[config.mk]
export PLATFORM = sky130hd
export DESIGN_NAME = ir_carrier_gen
export DESIGN_NICKNAME = d
export VERILOG_FILES = /design/src/rtl/ircg_pkg.sv /design/src/rtl/ircg_mode_sel.sv /design/src/rtl/ircg_phase_cnt.sv /design/src/rtl/ircg_out_stage.sv /design/src/rtl/ir_carrier_gen.sv
export SDC_FILE = /design/constraint.sdc
export NUM_CORES = 1
export LEC_CHECK = 0
export BUFFER_PORTS_ARGS = -buffer_cell sky130_fd_sc_hd__buf_2
export CORE_MARGIN = 2
export CORE_UTILIZATION = 45
export CTS_CLUSTER_DIAMETER = 100
export DETAILED_ROUTE_END_ITERATION = 6
export PLACE_DENSITY = 0.74
export SLEW_MARGIN = 30
export SYNTH_ARGS = -nofsm -noshare
export SYNTH_HDL_FRONTEND = slang
export SYNTH_HIERARCHICAL = 1
export SYNTH_SLANG_ARGS = --single-unit
[constraint.sdc]
create_clock -name clk_i -period 2.39 [get_ports clk_i]
set_clock_uncertainty 0.05 [all_clocks]
set_input_delay 0.239 -clock clk_i [delete_from_list [all_inputs] [get_ports clk_i]]
set_output_delay 0.239 -clock clk_i [all_outputs]
set_load 0.01 [all_outputs]
[src/rtl/ircg_pkg.sv]
package ircg_pkg;

  localparam int MODE_W     = 3;
  localparam int MAX_PERIOD = 96;
  localparam int CNT_W      = $clog2(MAX_PERIOD);

  typedef logic [MODE_W-1:0] mode_t;
  typedef logic [CNT_W-1:0]  cnt_t;

  localparam mode_t STATIC_MODE = mode_t'(5);

  // hold: no carrier; last: terminal count (period-1); high: active cycles
  typedef struct packed {
    logic hold;
    cnt_t last;
    cnt_t high;
  } shape_t;

  function automatic shape_t shape_of(mode_t m);
    shape_t s;
    s.hold = 1'b0;
    s.last = '0;
    s.high = '0;
    case (m)
      mode_t'(0): begin s.last = cnt_t'(95); s.high = cnt_t'(48); end
      mode_t'(1): begin s.last = cnt_t'(95); s.high = cnt_t'(32); end
      mode_t'(2): begin s.last = cnt_t'(63); s.high = cnt_t'(32); end
      mode_t'(3): begin s.last = cnt_t'(63); s.high = cnt_t'(16); end
      mode_t'(4): begin s.last = cnt_t'(87); s.high = cnt_t'(32); end
      mode_t'(6): begin s.last = cnt_t'(95); s.high = cnt_t'(24); end
      mode_t'(7): begin s.last = cnt_t'(91); s.high = cnt_t'(46); end
      default:    begin s.hold = 1'b1; end
    endcase
    return s;
  endfunction

endpackage

[src/rtl/ircg_mode_sel.sv]
module ircg_mode_sel
  import ircg_pkg::*;
(
  input  logic  clk_i,
  input  logic  rst_ni,
  input  logic  wr_i,
  input  mode_t wr_mode_i,
  input  logic  load_i,
  output mode_t act_mode_o
);

  mode_t pend_q, pend_d;
  mode_t act_q, act_d;

  always_comb begin
    pend_d = pend_q;
    if (wr_i) pend_d = wr_mode_i;
    act_d = act_q;
    if (load_i) act_d = pend_d;
  end

  always_ff @(posedge clk_i or negedge rst_ni) begin
    if (!rst_ni) begin
      pend_q <= '0;
      act_q  <= '0;
    end else begin
      pend_q <= pend_d;
      act_q  <= act_d;
    end
  end

  assign act_mode_o = act_q;

endmodule

[src/rtl/ircg_phase_cnt.sv]
module ircg_phase_cnt
  import ircg_pkg::*;
(
  input  logic   clk_i,
  input  logic   rst_ni,
  input  logic   run_i,
  input  shape_t shape_i,
  output cnt_t   cnt_o,
  output logic   wrap_o,
  output logic   active_o
);

  cnt_t cnt_q, cnt_d;
  logic wrap;

  assign wrap = run_i && !shape_i.hold && (cnt_q == shape_i.last);

  always_comb begin
    if (!run_i || shape_i.hold || wrap) cnt_d = '0;
    else                                cnt_d = cnt_q + cnt_t'(1);
  end

  always_ff @(posedge clk_i or negedge rst_ni) begin
    if (!rst_ni) cnt_q <= '0;
    else         cnt_q <= cnt_d;
  end

  assign cnt_o    = cnt_q;
  assign wrap_o   = wrap;
  assign active_o = run_i && (shape_i.hold || (cnt_q < shape_i.high));

endmodule

[src/rtl/ircg_out_stage.sv]
module ircg_out_stage (
  input  logic clk_i,
  input  logic rst_ni,
  input  logic set_i,
  input  logic clr_i,
  input  logic stop_i,
  input  logic active_i,
  output logic run_o,
  output logic drive_o,
  output logic hiz_o
);

  logic en_q, en_d;

  always_comb begin
    en_d = en_q;
    if (clr_i)      en_d = 1'b0;
    else if (set_i) en_d = 1'b1;
  end

  always_ff @(posedge clk_i or negedge rst_ni) begin
    if (!rst_ni) en_q <= 1'b0;
    else         en_q <= en_d;
  end

  assign run_o   = en_q && !stop_i;
  assign hiz_o   = !run_o;
  assign drive_o = run_o && active_i;

endmodule

[src/rtl/ir_carrier_gen.sv]
module ir_carrier_gen
  import ircg_pkg::*;
(
  input  logic              clk_i,
  input  logic              rst_ni,
  input  logic              mode_wr_i,
  input  logic [MODE_W-1:0] mode_val_i,
  input  logic              out_set_i,
  input  logic              out_clr_i,
  input  logic              stop_i,
  output logic              ir_drive_o,
  output logic              ir_hiz_o
);

  mode_t  act_mode;
  shape_t shape;
  cnt_t   cnt;
  logic   wrap, active, run, load;

  assign shape = shape_of(act_mode);
  assign load  = !run || shape.hold || wrap;

  ircg_mode_sel u_mode (
    .clk_i      (clk_i),
    .rst_ni     (rst_ni),
    .wr_i       (mode_wr_i),
    .wr_mode_i  (mode_val_i),
    .load_i     (load),
    .act_mode_o (act_mode)
  );

  ircg_phase_cnt u_cnt (
    .clk_i    (clk_i),
    .rst_ni   (rst_ni),
    .run_i    (run),
    .shape_i  (shape),
    .cnt_o    (cnt),
    .wrap_o   (wrap),
    .active_o (active)
  );

  ircg_out_stage u_out (
    .clk_i    (clk_i),
    .rst_ni   (rst_ni),
    .set_i    (out_set_i),
    .clr_i    (out_clr_i),
    .stop_i   (stop_i),
    .active_i (active),
    .run_o    (run),
    .drive_o  (ir_drive_o),
    .hiz_o    (ir_hiz_o)
  );

endmodule

Yosys cells after proc, flatten, opt, wreduce, memory -nomap -nowiden
Index checks and enable logic that the tools add are counted.
W data, S select, Z words.
{ "totals": {"register_bits": 14, "latchBits": 0, "ramBits": 0, "mem_bits_ro": 0, "out_inout_bits": 2, "word_cells": 32, "memories": 0} }
{ "classes": {"addsub": 1, "mul": 0, "n_div": 0, "n_lt_le_gt_ge": 1, "n_eq_ne": 7, "n_shift": 0, "n_mux": 6, "bitwise": 0, "reduce_logical": 13} }
{ "ops": {"columns": ["cell", "count"], "rows": [
  ["$pmux W14 S7", 1],
  ["$eq A3 B3 Y1 const B", 3],
  ["$add A7 B1 Y7 const B", 1],
  ["$eq A7 B7 Y1", 1],
  ["$lt A7 B7 Y1", 1],
  ["$mux W7", 1],
  ["$reduce_or A7 Y1", 1],
  ["$eq A3 B2 Y1 const B", 2],
  ["$logic_and A1 B1 Y1", 5],
  ["$eq A3 B1 Y1 const B", 1],
  ["$logic_not A3 Y1", 1],
  ["$logic_or A1 B1 Y1", 3],
  ["$mux W1", 3],
  ["$mux W3", 1],
  ["$logic_not A1 Y1", 2],
  ["$reduce_bool A2 Y1", 1]
]} }

Logic depth before layout (Yosys ltp)
Gate-level depths: netlist of run 1.
{ "depth": {"ltp_word": 6, "ltp_mapped": 9, "ltp_nobuf": 9} }

Modules after synthesis
Netlist of run 1, hierarchy kept.
{ "modules_own_cells": {"columns": ["module", "n_inst", "cells_per_inst", "area_each_um2"], "rows": [
  ["ircg_phase_cnt", 1, 59, 558.0],
  ["ircg_mode_sel", 1, 12, 229.0],
  ["ir_carrier_gen", 1, 14, 81.3],
  ["ircg_out_stage", 1, 5, 58.8]
]} }

Least setup slack after synthesis of run 1
No wires, ideal clock.
{ "synth_path": {"path_type": "reg2reg", "from": "register u_mode.act_q[1], in the netlist u_mode/act_mode_o[1]", "to": "register u_mode.act_q[0], in the netlist u_mode/act_mode_o[0]", "setup_ns": 0.125, "arrival_ns": 2.152, "required_time_ns": 2.215, "path_slack_ns": 0.063, "stages_incl_launch_ff": 10, "path_buffers": 0, "cell_sequence": "dfrtp_1 nand3b_1 inv_1 nor2_1 xnor2_1 nand4_1 nor4_4 and3b_1 nand3b_1 mux2_2"} }
{ "synth_lines": {"columns": ["item", "line", "source"], "rows": [
  ["start, declared", "ircg_mode_sel.sv:13", "mode_t act_q, act_d;"],
  ["start signal, assigned", "ircg_mode_sel.sv:28", "act_q <= act_d;"]
]} }

==> results by group, run 1 <==
Global routing
  – Vias in the first global route: 729
  – Largest net degree at the start of global routing: 15
  – Grt total ovfl: 0
  – First-pass GRT wire length: 3118 µm
  – Total GRT Usage: 16.90%
  – Initial antenna violation count: 0

Critical path
  – CP Capture Type: output port
  – CP Data Required Time: 2100 ps
  – Crit path cell chain: nand3b_1 -> inv_2 -> a21oi_2 -> inv_2 -> ha_4 -> nand4_1 -> o31ai_2 -> nor2_1 -> and3b_1 -> buf_2
  – Critical-path top delay cell: dfrtp_2
  – Critical setup path kind: flop to output port
  – Setup crit start kind: flop
  – Largest stage delay, worst path: 460 ps
  – CP top delay family: flip-flops
  – Worst path bufs/invs: 3
  – Crit path arrival time: 2120 ps
  – CP max FO: 7
  – CP dominant cell by count: inv_2

Status
  – Failing checks: setup timing
  – Outcome: finished with violations

Layout
  – Finished Layout Cells: 141
  – N_diodes: 0
  – Share of cells above drive strength 1: 41.23%
  – Fin nets: 132
  – P&R area growth vs syn: 28.61%

Synthesis
  – Mapped cell area: 927.1 µm²
  – Post-synthesis mux area share: 8.502%
  – Yosys reg bits: 14
  – Post-synthesis cell count: 90
  – Post-Synth XOR/XNOR Area: 11.34%
  – Syn Area/Cell: 10.30 µm²
  – Synth async-reset ratio: 100.0%
  – Post-synth EDFFs: 0
  – Post-Synth Adder-Cell Area: 9.447%
  – Main combinational cell family by area after synthesis: simple AND/OR/NAND/NOR gates
  – Synth top area cells: dfrtp_1 38%, ha_1 9.4%, xnor2_1 5.7%
  – Most used DFF post-synth: dfrtp_1
  – Yosys cell types: 30
  – Share of the synthesized area in the top cell type: 37.79%
  – Compound-Gate Fraction of Synth Area: 7.962%
  – Post-Synth Simple-Gate Area: 21.73%
  – Sequential share of the synthesized area: 37.79%
  – Syn. warnings: 6
  – Largest area contributor in the netlist: dfrtp_1

Routing
  – DRC viols: 0
  – DR vias: 723
  – First-pass iteration count of the detailed router: 2
  – DR iter-0 viols: 5
  – Routed WL: 2004 µm
  – Vias/cell: 5.128
  – Drt wl/cell: 14.21 µm
  – Post-DRT Antenna Nets: 0

STA
  – Fmax: 0.4146 GHz
  – Setup TNS: -22.04 ps
  – Final Hold Fails: 0
  – Tmin final: 2412 ps
  – Final setup violation count: 1
  – Tcrit/Tclk final: 100.9%
  – Unrepaired setup endpoints after global routing: true
  – Max-slew violation count: 0
  – Slack of the critical path: -22.04 ps

Place
  – Pre-CTS setup slack: 164.1 ps
  – Dpl hpwl: 1340 µm
  – DP Cell Count: 130
  – Buffers on Ports: 10
  – Gpl congestion: 0.8256

Run
  – Max_cap viols: 0

Die
  – CORE AREA: 0.001962 mm²
  – Die area: 0.002439 mm²
  – DIE WIDTH: 49.39 µm
  – Number of I/O pins: 11
  – Starting Density: 47.26%
  – Chip Height: 49.39 µm
  – Row Count: 16

Power and ir drop
  – PD cells: 478.4 mW/mm²
  – Leak pwr: 0.5415 nW
  – Worst vdd ir: 0.3311 mV
  – Power, Total: 570.5 µW

Worst hold path
  – Worst hold-check path type: primary input to flop

CTS
  – Clock slew at reported path FFs: 80 ps
  – Clock sinks: 14
  – Clk Latency, worst-skew pair: 270 ps
  – CTS tree: built
  – TritonCTS Buffers: 3
  – Root Buffer: clkbuf_4
  – H-Tree Depth: 1
  – Bufs on Longest Clock Path: 2
[flip-flops by register name (all words and copies together) (netlist names)]
name	count
u_cnt/cnt_o	7
u_out/en_q	1
u_mode/pend_q	3
u_mode/act_mode_o	3
[cell families after synthesis]
kind of cell / count (synthesis)
multiplexers: 6
AND/OR/NAND/NOR: 32
other: 1
AO/OA/AOI/OAI: 11
XOR/XNOR: 12
flip-flops: 14
buffers and inverters: 7
adder cells (fa/ha/maj): 7
[cell usage in the layout, fill, tap and decap left out, types with 2 or more instances in the layout]
| cell | Yosys | final |
|---|---|---|
| mux2_2 | 3 | 3 |
| ha_4 | 0 | 3 |
| mux2_4 | 3 | 3 |
| inv_1 | 7 | 4 |
| and3b_1 | 2 | 2 |
| xnor2_1 | 6 | 6 |
| ha_1 | 7 | 4 |
| a21o_1 | 3 | 3 |
| buf_2 | 0 | 10 |
| clkbuf_4 | 0 | 3 |
| nor3_1 | 6 | 6 |
| nand4_1 | 2 | 2 |
| dfrtp_2 | 0 | 3 |
| nand2b_1 | 4 | 4 |
| nand3b_1 | 2 | 2 |
| nor2_1 | 3 | 3 |
| nand2_1 | 2 | 2 |
| dfrtp_1 | 14 | 11 |
| conb_1 | 1 | 2 |
| inv_2 | 0 | 3 |
| buf_4 | 0 | 9 |
| nand3_1 | 4 | 3 |
| xor2_1 | 6 | 5 |
| a21oi_2 | 0 | 2 |
[per-layer routing]
layer / global-route usage, % / vias to the layer above / part of all wire [%]
met5: 0 / - / 0
met4: 7.870 / 0 / 0.65
met3: 3.067 / 2 / 1.0
met2: 28.83 / 6 / 54
met1: 20.54 / 351 / 44
li1: - / 364 / -
[final timing paths]
kind	cells after the start	slack [ps]	to	startpoint
setup / recovery	10	-20	ir_drive_o	u_mode/act_mode_o[2]
hold / removal	2	140	u_out/en_q	out_set_i
setup reg to reg	9	80	u_mode/act_mode_o[0]	u_mode/act_mode_o[1]
hold reg to reg	1	450	u_mode/pend_q[2]	u_mode/pend_q[2]
max in group asynchronous	2	1700	u_mode/act_mode_o[0]	rst_ni
min in group asynchronous	2	340	u_mode/pend_q[2]	rst_ni
[Yosys cell counts (all sizes together) (3+ instances only)]
library cell  instances
a21oi                 3
nor2                  3
nand3                 4
mux2                  6
dfrtp                14
nand2b                4
nor3                  6
ha                    7
a21o                  3
xnor2                 6
inv                   7
xor2                  6
[area by class of cell]
class                   instances  area [µm²]
inverters                       7       26.28
well taps                      27       33.78
clock buffers                   3       22.52
flip-flops and latches         14       354.1
fillers                       175       769.5
multi-input cells              70       628.1
repair buffers                 20       127.6
[power by group]
group	switching (mW)	internal, mW
sequential	0.0170	0.253
combinational	0.0842	0.0915
clock	0.0669	0.0583
total	0.168	0.402
[metrics by stage]
| stage | hold WS, ps | cell area, µm² | utilization, % |
|---|---|---|---|
| 4_1_cts | 132.1 | 1125 | 57.33 |
| 6_report | 137.8 | 1192 | 60.78 |
| 3_5_place_dp | 95.62 | 1030 | 52.49 |
| 3_3_place_gp | 93.36 | 1030 | 52.49 |
| 2_1_floorplan | -106.6 | 930.9 | - |
| 5_1_grt | 131.9 | 1192 | 60.78 |
[repair_timing]
action | in CTS | in global routing
hold buffers | 1 | 0
buffers inserted | 4 | 3
hold endpoints to repair | 14 | 0
pin swaps | 4 | 10
gates resized for setup | 8 | 8
endpoints found under the setup margin | 1 | 1
Note: power is estimated with default switching activity, not from simulation.
==> inputs of run 2 (changes only) <==
--- a/config.mk
+++ b/config.mk
@@ -5,12 +5,14 @@
 export SDC_FILE = /design/constraint.sdc
 export NUM_CORES = 1
 export LEC_CHECK = 0
+export ABC_AREA = 1
 export BUFFER_PORTS_ARGS = -buffer_cell sky130_fd_sc_hd__buf_2
+export CAP_MARGIN = 20
 export CORE_MARGIN = 2
 export CORE_UTILIZATION = 45
 export CTS_CLUSTER_DIAMETER = 100
 export DETAILED_ROUTE_END_ITERATION = 6
-export PLACE_DENSITY = 0.74
+export PLACE_DENSITY = 0.73
 export SLEW_MARGIN = 30
 export SYNTH_ARGS = -nofsm -noshare
 export SYNTH_HDL_FRONTEND = slang
==> results by group, run 2 <==
Layout
  – Share of cells above drive strength 1: 25.41%
  – P&R area growth vs syn: 21.84%
  – N_diodes: 0
  – Fin nets: 199
  – Area of the multi-input gates: 624.3 µm²
  – # fillers: 196
  – Final instance area: 0.001291 mm²
  – Commonest non-fill, non-tap cell in the layout: nand2_1
  – Most frequent cells in the layout: 47 x nand2_1, 34 x inv_1, 13 x nor2_1
  – Finished Layout Cells: 209
  – Number of flip-flops in the largest register: 7
  – Reg area: 354.1 µm²

STA
  – Setup TNS: 0 ps
  – Final Hold Slack: 61.41 ps
  – Max-slew violation count: 0
  – Final setup violation count: 0
  – Tcrit/Tclk final: 95.50%
  – Tmin final: 2282 ps
  – Final Hold Fails: 0
  – Fmax: 0.4381 GHz

Synthesis
  – Mapped cell area: 0.001060 mm²
  – Post-synth EDFFs: 0
  – Sequential share of the synthesized area: 33.06%
  – Largest area contributor in the netlist: dfrtp_1
  – Syn Area/Cell: 6.582 µm²
  – Syn. warnings: 6
  – Synth async-reset ratio: 100.0%
  – Post-synthesis cell count: 161
  – Yosys cell types: 21
  – Synth top area cells: dfrtp_1 33%, nand2_1 19%, inv_1 13%
  – Count leader, synth: nand2_1
  – Most used DFF post-synth: dfrtp_1
  – Commonest cells in the synthesized netlist: 53 x nand2_1, 37 x inv_1, 14 x dfrtp_1, 14 x nor2_1, 9 x nand3_1
  – Yosys reg bits: 14
  – Share of the synthesized area in the top cell type: 33.06%

Critical path
  – Reg2reg path depth: 15
  – Largest stage delay, worst path: 440 ps
  – RR Startpoint: u_mode/act_mode_o[0]
  – RR Endpoint: u_mode/act_mode_o[0]
  – Crit path arrival time: 1990 ps
  – Critical-path top delay cell: dfrtp_2
  – CP max FO: 6
  – Setup crit start kind: flop
  – CP Data Required Time: 2100 ps
  – Crit path cell chain: buf_4 -> nand2_1 -> nand3_2 -> inv_2 -> ha_4 -> nand2_2 -> a21oi_1 -> nor2_1 -> nand2_1 -> a21boi_1 -> inv_1 -> nor2_2 -> buf_2
  – Critical setup path kind: flop to output port
  – Flop2flop setup slack: 240 ps
  – CP Capture Type: output port
  – CP dominant cell by count: nand2_1

Global routing
  – Initial antenna violation count: 0
  – Total GRT Usage: 18.97%
  – Grt total ovfl: 0
  – Largest net degree at the start of global routing: 15
  – Vias in the first global route: 942
  – First-pass GRT wire length: 3815 µm

Place
  – Buffers on Ports: 10
  – DP Cell Count: 199
  – DP Area: 0.001141 mm²
  – Gpl congestion: 0.8413
  – Dpl hpwl: 1649 µm

CTS
  – TritonCTS Buffers: 3
  – CTS tree: built
  – Bufs on Longest Clock Path: 2
  – H-Tree Depth: 1
  – Clk Latency, worst-skew pair: 270 ps
  – Clock slew at reported path FFs: 80 ps
  – Clock sinks: 14
  – Root Buffer: clkbuf_4

Die
  – Row Count: 17
  – Die area: 0.002759 mm²
  – DIE WIDTH: 52.53 µm
  – Chip Height: 52.53 µm
  – Number of I/O pins: 11
  – Starting Density: 47.91%
  – CORE AREA: 0.002212 mm²

Routing
  – DR iter-0 viols: 19
  – DR vias: 987
  – DRC viols: 0
  – Vias/cell: 4.722
  – Post-DRT Antenna Nets: 0
  – Routed WL: 2455 µm
  – First-pass iteration count of the detailed router: 4
  – Drt wl/cell: 11.75 µm

Run
  – Max_cap viols: 0

Worst hold path
  – WHS Path Cells: 2
  – Worst hold-check path type: primary input to flop
  – WHS Endpoint: u_out/en_q
  – Worst hold start: out_clr_i

Power and ir drop
  – PD cells: 461.2 mW/mm²
  – Power, Total: 595.5 µW
  – Leak pwr: 0.7294 nW
  – Worst vdd ir: 0.3593 mV

Status
  – Outcome: completed
[run 2: how the worst max path moves through the flow]
stage / startpoint / end / slack, ps
2_1_floorplan: u_mode/act_mode_o[2] / ir_drive_o / 510
3_3_place_gp: u_mode/act_mode_o[2] / ir_drive_o / 270
3_5_place_dp: u_mode/act_mode_o[2] / ir_drive_o / 220
4_1_cts: u_mode/act_mode_o[1] / ir_drive_o / 0.5
5_1_grt: u_mode/act_mode_o[2] / ir_drive_o / -40
6_report: u_mode/act_mode_o[2] / ir_drive_o / 110
[run 2: layer usage]
metal,track usage [%],wire length [µm],vias to the layer above
met5,0,0,-
met4,9.829,44,0
met3,2.571,58,4
met2,33.75,1229,14
met1,21.79,1121,459
li1,-,-,510
[run 2: logic make-up after synthesis]
family	Yosys count	synth area share, %
and+or+nand+nor	88	35.18
buffers and inverters	41	14.88
DFF	14	33.06
adders and majority gates	7	8.264
AOI/OAI and AO/OA	5	4.133
xor gates and xnor gates	5	4.132
other	1	0.3539
[run 2: worst max-delay path, delay by kind of cell (launching register included)]
kind,cells,cell delay [ps]
simple gates,6,490
fa+ha+maj,1,190
buf+inv,4,420
compound gates,2,180
flops,1,440
[run 2: through the flow]
step / utilization [%] / setup slack (ps)
floorplan: - / 508.5
global placement: 51.58 / 267.0
detailed placement: 51.58 / 220.2
CTS: 54.58 / 0.5278
global route: 58.37 / -36.96
finish: 58.37 / 107.5
[run 2: layout make-up]
class / count / share of cell area [%]
Multi-Input combinational cell: 107 / 48.35
Sequential cell: 14 / 27.42
Inverter: 40 / 11.63
Timing Repair Buffer: 17 / 8.140
Tap cell: 28 / 2.713
Clock buffer: 3 / 1.744
[run 2: report_power, final]
part           switching, mW  leakage [nW]  internal, mW  total, mW
logic                  0.115         0.541        0.0809      0.196
registers             0.0178         0.174         0.251      0.269
clock network         0.0724        0.0138        0.0583      0.131
[run 2: repair_timing]
| action | 4_1_cts | 5_1_grt |
|---|---|---|
| buffers inserted | 4 | 2 |
| endpoints found under the setup margin | 1 | 1 |
| hold buffers | 1 | 0 |
| gates resized for setup | 3 | 17 |
| pin swaps | 0 | 7 |
| endpoints found under the hold margin | 14 | 0 |
